$ cat src/rtl/sel_clk_timer_pkg.sv
package sel_clk_timer_pkg;
  localparam int unsigned N_SRC    = 4;
  localparam int unsigned CTRL_OFS = 0;
  localparam int unsigned SRC_OFS  = 1;
  localparam int unsigned CNT_OFS  = 2;
  // frequency = 2**shift for the slow sources
  localparam int unsigned SH_32K   = 15;
  localparam int unsigned SH_1K    = 10;
  localparam int unsigned SH_32    = 5;
  localparam int unsigned FAST_KHZ = 8000;
  localparam int unsigned MS_DIV   = 1000;

  typedef enum logic [1:0] {
    ERR_NONE  = 2'd0,
    ERR_SRC   = 2'd1,
    ERR_RANGE = 2'd2,
    ERR_ZERO  = 2'd3
  } conv_err_e;

  typedef struct packed {
    logic irq_en;
    logic run;
  } ctrl_t;
endpackage

$ cat src/rtl/sel_clk_timer_conv.sv
module sel_clk_timer_conv
  import sel_clk_timer_pkg::*;
#(
  parameter int unsigned MS_W  = 16,
  parameter int unsigned CNT_W = 24,
  parameter int unsigned RSRC_W = 3
) (
  input  logic [RSRC_W-1:0] src_i,
  input  logic [MS_W-1:0]   ms_i,
  output logic [CNT_W-1:0]  count_o,
  output conv_err_e         err_o
);
  localparam int unsigned PW = MS_W + 16;

  logic [PW-1:0] full;

  always_comb begin
    full  = '0;
    err_o = ERR_NONE;
    case (src_i)
      RSRC_W'(0): full = (PW'(ms_i) << SH_32K) / PW'(MS_DIV);
      RSRC_W'(1): full = (PW'(ms_i) << SH_1K) / PW'(MS_DIV);
      RSRC_W'(2): full = (PW'(ms_i) << SH_32) / PW'(MS_DIV);
      RSRC_W'(3): full = PW'(ms_i) * PW'(FAST_KHZ);
      default:    err_o = ERR_SRC;
    endcase
    if (err_o == ERR_NONE) begin
      if ((full >> CNT_W) != '0) err_o = ERR_RANGE;
      else if (full == '0)       err_o = ERR_ZERO;
    end
  end

  assign count_o = full[CNT_W-1:0];
endmodule

$ cat src/rtl/sel_clk_timer_regs.sv
module sel_clk_timer_regs
  import sel_clk_timer_pkg::*;
#(
  parameter int unsigned CNT_W  = 24,
  parameter int unsigned ADDR_W = 3,
  parameter int unsigned SEL_W  = 2
) (
  input  logic              clk_i,
  input  logic              rst_ni,
  input  logic              wr_en_i,
  input  logic [ADDR_W-1:0] wr_addr_i,
  input  logic [7:0]        wr_data_i,
  input  logic              prog_i,
  input  logic [CNT_W-1:0]  prog_cnt_i,
  input  logic [SEL_W-1:0]  prog_src_i,
  input  logic              prog_run_i,
  input  logic              prog_ie_i,
  output logic [CNT_W-1:0]  term_o,
  output logic [SEL_W-1:0]  src_o,
  output logic              run_o,
  output logic              ie_o
);
  localparam int unsigned NB = CNT_W / 8;

  ctrl_t            ctrl_q;
  logic [SEL_W-1:0] src_q;

  always_ff @(posedge clk_i or negedge rst_ni) begin
    if (!rst_ni) begin
      ctrl_q <= '0;
      src_q  <= '0;
    end else if (prog_i) begin
      ctrl_q <= '{irq_en: prog_ie_i, run: prog_run_i};
      src_q  <= prog_src_i;
    end else if (wr_en_i) begin
      if (wr_addr_i == ADDR_W'(CTRL_OFS)) ctrl_q <= ctrl_t'(wr_data_i[1:0]);
      if (wr_addr_i == ADDR_W'(SRC_OFS))  src_q  <= wr_data_i[SEL_W-1:0];
    end
  end

  for (genvar b = 0; b < NB; b++) begin : g_byte
    localparam logic [ADDR_W-1:0] BA = ADDR_W'(CNT_OFS + b);
    logic [7:0] byte_q;
    always_ff @(posedge clk_i or negedge rst_ni) begin
      if (!rst_ni)                          byte_q <= '0;
      else if (prog_i)                      byte_q <= prog_cnt_i[b*8 +: 8];
      else if (wr_en_i && wr_addr_i == BA)  byte_q <= wr_data_i;
    end
    assign term_o[b*8 +: 8] = byte_q;
  end

  assign src_o = src_q;
  assign run_o = ctrl_q.run;
  assign ie_o  = ctrl_q.irq_en;
endmodule

$ cat src/rtl/sel_clk_timer_counter.sv
module sel_clk_timer_counter
  import sel_clk_timer_pkg::*;
#(
  parameter int unsigned CNT_W = 24,
  parameter int unsigned SEL_W = 2
) (
  input  logic             clk_i,
  input  logic             rst_ni,
  input  logic [N_SRC-1:0] tick_i,
  input  logic [SEL_W-1:0] src_i,
  input  logic             run_i,
  input  logic             ie_i,
  input  logic [CNT_W-1:0] term_i,
  input  logic             clr_i,
  output logic             irq_o,
  output logic [CNT_W-1:0] cnt_o
);
  logic [CNT_W-1:0] cnt_q, cnt_inc;
  logic             sel_tick, hit, irq_q;

  assign sel_tick = tick_i[src_i];
  assign cnt_inc  = cnt_q + CNT_W'(1);
  assign hit      = run_i && sel_tick && (cnt_inc == term_i);

  always_ff @(posedge clk_i or negedge rst_ni) begin
    if (!rst_ni) begin
      cnt_q <= '0;
      irq_q <= 1'b0;
    end else begin
      irq_q <= hit && ie_i && !clr_i;
      if (clr_i || !run_i) cnt_q <= '0;
      else if (sel_tick)   cnt_q <= hit ? '0 : cnt_inc;
    end
  end

  assign irq_o = irq_q;
  assign cnt_o = cnt_q;
endmodule

$ cat src/rtl/sel_clk_timer.sv
module sel_clk_timer
  import sel_clk_timer_pkg::*;
#(
  parameter int unsigned CNT_W  = 24,
  parameter int unsigned MS_W   = 16,
  parameter int unsigned ADDR_W = 3,
  parameter int unsigned RSRC_W = 3
) (
  input  logic              clk_i,
  input  logic              rst_ni,
  input  logic              wr_en_i,
  input  logic [ADDR_W-1:0] wr_addr_i,
  input  logic [7:0]        wr_data_i,
  input  logic [N_SRC-1:0]  tick_i,
  input  logic              ms_req_i,
  input  logic [RSRC_W-1:0] ms_src_i,
  input  logic [MS_W-1:0]   ms_val_i,
  input  logic              ms_run_i,
  input  logic              ms_irq_en_i,
  output logic              irq_o,
  output logic [1:0]        err_o
);
  localparam int unsigned SEL_W = $clog2(N_SRC);

  logic [CNT_W-1:0] conv_cnt_w, term_w, cnt_w;
  conv_err_e        conv_err_w, err_q;
  logic [SEL_W-1:0] src_w;
  logic             run_w, ie_w, prog_w;

  sel_clk_timer_conv #(.MS_W(MS_W), .CNT_W(CNT_W), .RSRC_W(RSRC_W)) u_conv (
    .src_i   (ms_src_i),
    .ms_i    (ms_val_i),
    .count_o (conv_cnt_w),
    .err_o   (conv_err_w)
  );

  assign prog_w = ms_req_i && (conv_err_w == ERR_NONE);

  always_ff @(posedge clk_i or negedge rst_ni) begin
    if (!rst_ni)       err_q <= ERR_NONE;
    else if (ms_req_i) err_q <= conv_err_w;
  end

  sel_clk_timer_regs #(.CNT_W(CNT_W), .ADDR_W(ADDR_W), .SEL_W(SEL_W)) u_regs (
    .clk_i      (clk_i),
    .rst_ni     (rst_ni),
    .wr_en_i    (wr_en_i),
    .wr_addr_i  (wr_addr_i),
    .wr_data_i  (wr_data_i),
    .prog_i     (prog_w),
    .prog_cnt_i (conv_cnt_w),
    .prog_src_i (ms_src_i[SEL_W-1:0]),
    .prog_run_i (ms_run_i),
    .prog_ie_i  (ms_irq_en_i),
    .term_o     (term_w),
    .src_o      (src_w),
    .run_o      (run_w),
    .ie_o       (ie_w)
  );

  sel_clk_timer_counter #(.CNT_W(CNT_W), .SEL_W(SEL_W)) u_cnt (
    .clk_i  (clk_i),
    .rst_ni (rst_ni),
    .tick_i (tick_i),
    .src_i  (src_w),
    .run_i  (run_w),
    .ie_i   (ie_w),
    .term_i (term_w),
    .clr_i  (prog_w),
    .irq_o  (irq_o),
    .cnt_o  (cnt_w)
  );

  assign err_o = err_q;
endmodule

$ cat config.mk
export PLATFORM = sky130hd
export DESIGN_NAME = sel_clk_timer
export DESIGN_NICKNAME = d
export VERILOG_FILES = /design/src/rtl/sel_clk_timer_pkg.sv /design/src/rtl/sel_clk_timer_conv.sv /design/src/rtl/sel_clk_timer_regs.sv /design/src/rtl/sel_clk_timer_counter.sv /design/src/rtl/sel_clk_timer.sv
export SDC_FILE = /design/constraint.sdc
export NUM_CORES = 1
export LEC_CHECK = 0
export BUFFER_PORTS_ARGS = -buffer_cell sky130_fd_sc_hd__buf_2
export CORE_MARGIN = 3
export CORE_UTILIZATION = 64
export DETAILED_ROUTE_END_ITERATION = 8
export PLACE_DENSITY = 0.82
export SYNTH_ARGS = -nofsm -noshare
export SYNTH_HDL_FRONTEND = slang
export SYNTH_HIERARCHICAL = 1
export SYNTH_SLANG_ARGS = --single-unit
export TNS_END_PERCENT = 20
$ cat constraint.sdc
create_clock -name clk_i -period 4.5 [get_ports clk_i]
set_clock_uncertainty 0.2 [all_clocks]
set_input_delay 0.675 -clock clk_i [delete_from_list [all_inputs] [get_ports clk_i]]
set_output_delay 0.675 -clock clk_i [all_outputs]
set_load 0.02 [all_outputs]
==> results.json, run 1 <==
{
  "cts_hold_buf": 0,
  "ys_async_sr_fraction_pct": 100,
  "placed_cells": 2510,
  "grt_pass1_wl_mm": 155,
  "port_buffers": 42,
  "ioPinCount": 43,
  "numCtsBuffers": 5,
  "stop_stage": "5_1_grt",
  "firstError": "[ERROR GRT-0116] Global routing finished with congestion. Check the congestion regions in the DRC Viewer.",
  "synth_cells": 1730,
  "die_w_um": 151,
  "h-tree-depth": 2,
  "dpl.hpwl_mm": 44.0,
  "status": "stopped before the end",
  "synth-seq-area-share_pct": 10.3,
  "synth_edf_count": 0,
  "syn_area_mm2": 0.0134,
  "overflow": 490,
  "avgSynthCellArea_um2": 7.74,
  "grt_pass1_vias": 25845,
  "grt.total_usage_pct": 86.0,
  "clk_path_buf_depth": 2,
  "ys_warn_count": 6,
  "ys.flop_type": "dfrtp_1",
  "grt_max_degree": 58,
  "clock_sinks": 55,
  "gp_congestion": 1.04,
  "cts-root-buf": "clkbuf_16",
  "synth_cell_types": 129,
  "initial_utilization_pct": 65.7,
  "die_h_um": 151,
  "ys_ff_latch": 55,
  "rows": 52,
  "syn-num-nets": 1880
}
repair_timing:
item                       in CTS
buffers inserted               67
gates resized for setup       184
pin swaps                      88
gates cloned                    4
hold endpoints to repair        0
setup endpoints to repair      55
per-stage QoR:
| stage | utilization [%] | TNS [ns] | cell area, µm² | setup WS (ns) |
|---|---|---|---|---|
| 4_1_cts | 96.8 | -600.25 | 19700 | -11.21 |
| 2_1_floorplan | - | -600.14 | 13800 | -11.07 |
| 3_3_place_gp | 88.8 | -627.48 | 18100 | -11.60 |
| 3_5_place_dp | 88.8 | -676.00 | 18100 | -12.48 |
kinds of logic after synthesis:
logic type                 share of synthesized area (%)
and+or+nand+nor                                     24.1
adders and majority gates                           14.0
AOI/OAI and AO/OA                                   35.5
DFF                                                 10.3
buffers and inverters                               4.72
muxes                                               5.25
xor gates and xnor gates                            6.17
synth_stat cells (46+ instances only):
library cell | count | area (µm²)
nand2_1 | 182 | 683
a21oi_1 | 111 | 556
nor2_1 | 101 | 379
o21ai_0 | 75 | 375
xnor2_1 | 75 | 657
nand3_1 | 60 | 300
ha_1 | 56 | 701
dfrtp_1 | 55 | 1380
fa_1 | 54 | 1080
inv_1 | 51 | 191
o21ai_1 | 49 | 245
mux2i_1 | 47 | 470
nor3_1 | 46 | 230
layer usage:
layer	GRT overflow	global-route usage [%]
met5	1	34.8
met4	157	94.9
met3	8	70.8
met2	318	103
met1	6	82.1
==> inputs of run 2 (changes only) <==
Settings changed: CORE_UTILIZATION 64 to 40, PLACE_DENSITY 0.82 to unset, PLACE_DENSITY_LB_ADDON set to 0.15.
==> run 2 against run 1 <==
The flow now finishes, with violations (setup timing). Synthesized cell count unchanged. Synthesized area is the same.
==> results.json, run 2 <==
{
  "maxCapViolCount": 0,
  "drive_above_1_share_pct": 46.0,
  "clkTransAtPathRegs_ns": 0.07,
  "grt_max_degree": 47,
  "grt_pass1_wl_mm": 82.0,
  "drtIter0Drc": 1087,
  "violations": "setup timing",
  "diodes": 0,
  "ys_async_sr_fraction_pct": 100,
  "tritoncts": "done",
  "overflow": 0,
  "clock_sinks": 55,
  "cts-root-buf": "clkbuf_16",
  "avgSynthCellArea_um2": 7.74,
  "port_buffers": 42,
  "die_area_mm2": 0.0357,
  "final_common_cell": "buf_4",
  "ant_nets": 0,
  "drc_errors": 0,
  "initial_utilization_pct": 40.8,
  "rsz0062_at_grt": "true",
  "setup_violations": 55,
  "routed_wl_mm": 51.7,
  "die_h_um": 189,
  "ys_ff_latch": 55,
  "hold_slack_ns": 0.151,
  "final_cell_mix": "671 x buf_4, 169 x nand2_1, 94 x nor2_1",
  "crit_path_start_kind": "input port",
  "yosys.cell_count.top_type": "nand2_1",
  "layout_setup_ws_ns": -11.22,
  "vias": 16954,
  "grt_pass1_vias": 16559,
  "numCtsBuffers": 5,
  "synth_cells": 1730,
  "crit_path_top_delay_cell": "or4_4",
  "clock.fmax_mhz": 63.6,
  "period_share_pct": 349,
  "synth-seq-area-share_pct": 10.3,
  "layout.nets": 2561,
  "wl_per_cell_um": 18.1,
  "syn_area_mm2": 0.0134,
  "path_common_cell": "buf_4",
  "crit_arrival_ns": 15.71,
  "h-tree-depth": 2,
  "core_area_mm2": 0.0328,
  "clk_path_buf_depth": 2,
  "worst_setup_path_end_kind": "register",
  "synthTopCellsByArea": "dfrtp_1 10%, fa_1 8.1%, ha_1 5.2%, nand2_1 5.1%, xnor2_1 4.9%",
  "first_pass_iters": 7,
  "ys_warn_count": 6,
  "die_w_um": 189,
  "antenna_found_initial": 1,
  "setup_tns_ns": -599.69,
  "status": "finished, violations left",
  "grt.total_usage_pct": 27.0,
  "routed_via_density": 5.94,
  "yosys.area.top_type_share_pct": 10.3,
  "drv_slew": 0,
  "dpl.hpwl_mm": 38.4,
  "tightest_slew_ns": 0.711,
  "rows": 66,
  "hp-class": "input port to async pin",
  "crit_type": "input port to register",
  "synth_edf_count": 0,
  "ys.flop_type": "dfrtp_1",
  "slowest_delay_ns": 0.59,
  "clk-insertion-delay-late_ns": 0.29,
  "syn-num-nets": 1880,
  "ys_top_cells_by_count": "182 x nand2_1, 111 x a21oi_1, 101 x nor2_1",
  "synth_cell_types": 129,
  "hold_viol_final": 0,
  "worstPathRequired_ns": 4.49,
  "finalCriticalPeriod_ns": 15.72,
  "yosys.area.top_type": "dfrtp_1",
  "gp_congestion": 0.962,
  "cp_max_fo": 11,
  "syn_to_final_growth_pct": 60.3,
  "ioPinCount": 43,
  "relSlewSlack_pct": 52.2
}
-- run 2: area by class of cell --
| class | count | area (µm²) |
|---|---|---|
| multi-input combinational | 1542 | 13300 |
| fill | 2716 | 11300 |
| timing repair buffer | 756 | 5890 |
| sequential | 55 | 1380 |
| tap | 442 | 553 |
| inverter | 51 | 191 |
| clock buffer | 6 | 129 |
| clock inverter | 2 | 16.3 |
-- run 2: metrics by stage --
step	setup slack [ns]	cell area [µm²]	utilization, %	cells
4_1_cts	-10.78	20400	62.3	2812
5_1_grt	-11.83	21500	65.4	2854
2_1_floorplan	-11.07	13800	-	1730
3_3_place_gp	-11.67	18600	56.8	2730
3_5_place_dp	-11.99	18600	56.8	2730
6_report	-11.22	21500	65.4	2854
-- run 2: logic make-up after synthesis --
group	count (synthesis)	synth area share [%]
flip-flops	55	10.3
XOR/XNOR	91	6.17
AO/OA/AOI/OAI	651	35.5
AND/OR/NAND/NOR	614	24.1
adder cells (fa/ha/maj)	119	14.0
multiplexers	65	5.25
buffers and inverters	135	4.72
-- run 2: critical path: cells and delay by family --
| family | cells | cell delay (ns) |
|---|---|---|
| adders and majority gates | 1 | 0.22 |
| muxes | 2 | 0.33 |
| and+or+nand+nor | 19 | 5.27 |
| AOI/OAI and AO/OA | 35 | 7.13 |
| buffers and inverters | 13 | 1.99 |
-- run 2: repair_timing --
item,4_1_cts,5_1_grt
buffers inserted,69,44
hold buffers,0,0
cloned,6,0
pin swaps,84,62
endpoints found under the hold margin,0,0
gates resized for setup,205,133
setup endpoints to repair,55,55
-- run 2: metal layers --
| metal | GRT usage, % | wire length (µm) | vias up |
|---|---|---|---|
| met1 | 35.2 | 22000 | 8227 |
| met2 | 49.1 | 26100 | 569 |
| met3 | 1.78 | 2440 | 122 |
| met5 | 0 | 0 | - |
| li1 | - | - | 8036 |
| met4 | 5.59 | 1160 | 0 |
-- run 2: path summary, 6_finish.rpt --
| kind | start | to | slack (ns) | cells after the start |
|---|---|---|---|---|
| worst max register to register | u_cnt/cnt_o[0] | u_cnt/cnt_o[20] | 0.16 | 12 |
| worst min-delay path | rst_ni | u_cnt/cnt_o[4] | 0.15 | 1 |
| min in group clk_i | err_o[0] | err_o[0] | 0.36 | 1 |
| max in group asynchronous | rst_ni | u_regs/g_byte[1].byte_q[3] | 3.12 | 2 |
| worst min register to register | err_o[0] | err_o[0] | 0.36 | 1 |
| worst max-delay path | ms_src_i[0] | u_cnt/cnt_o[20] | -11.22 | 70 |
Power of run 2 is not shown: default switching activity piles up to over one toggle a cycle in this logic, so the estimate is an artifact.
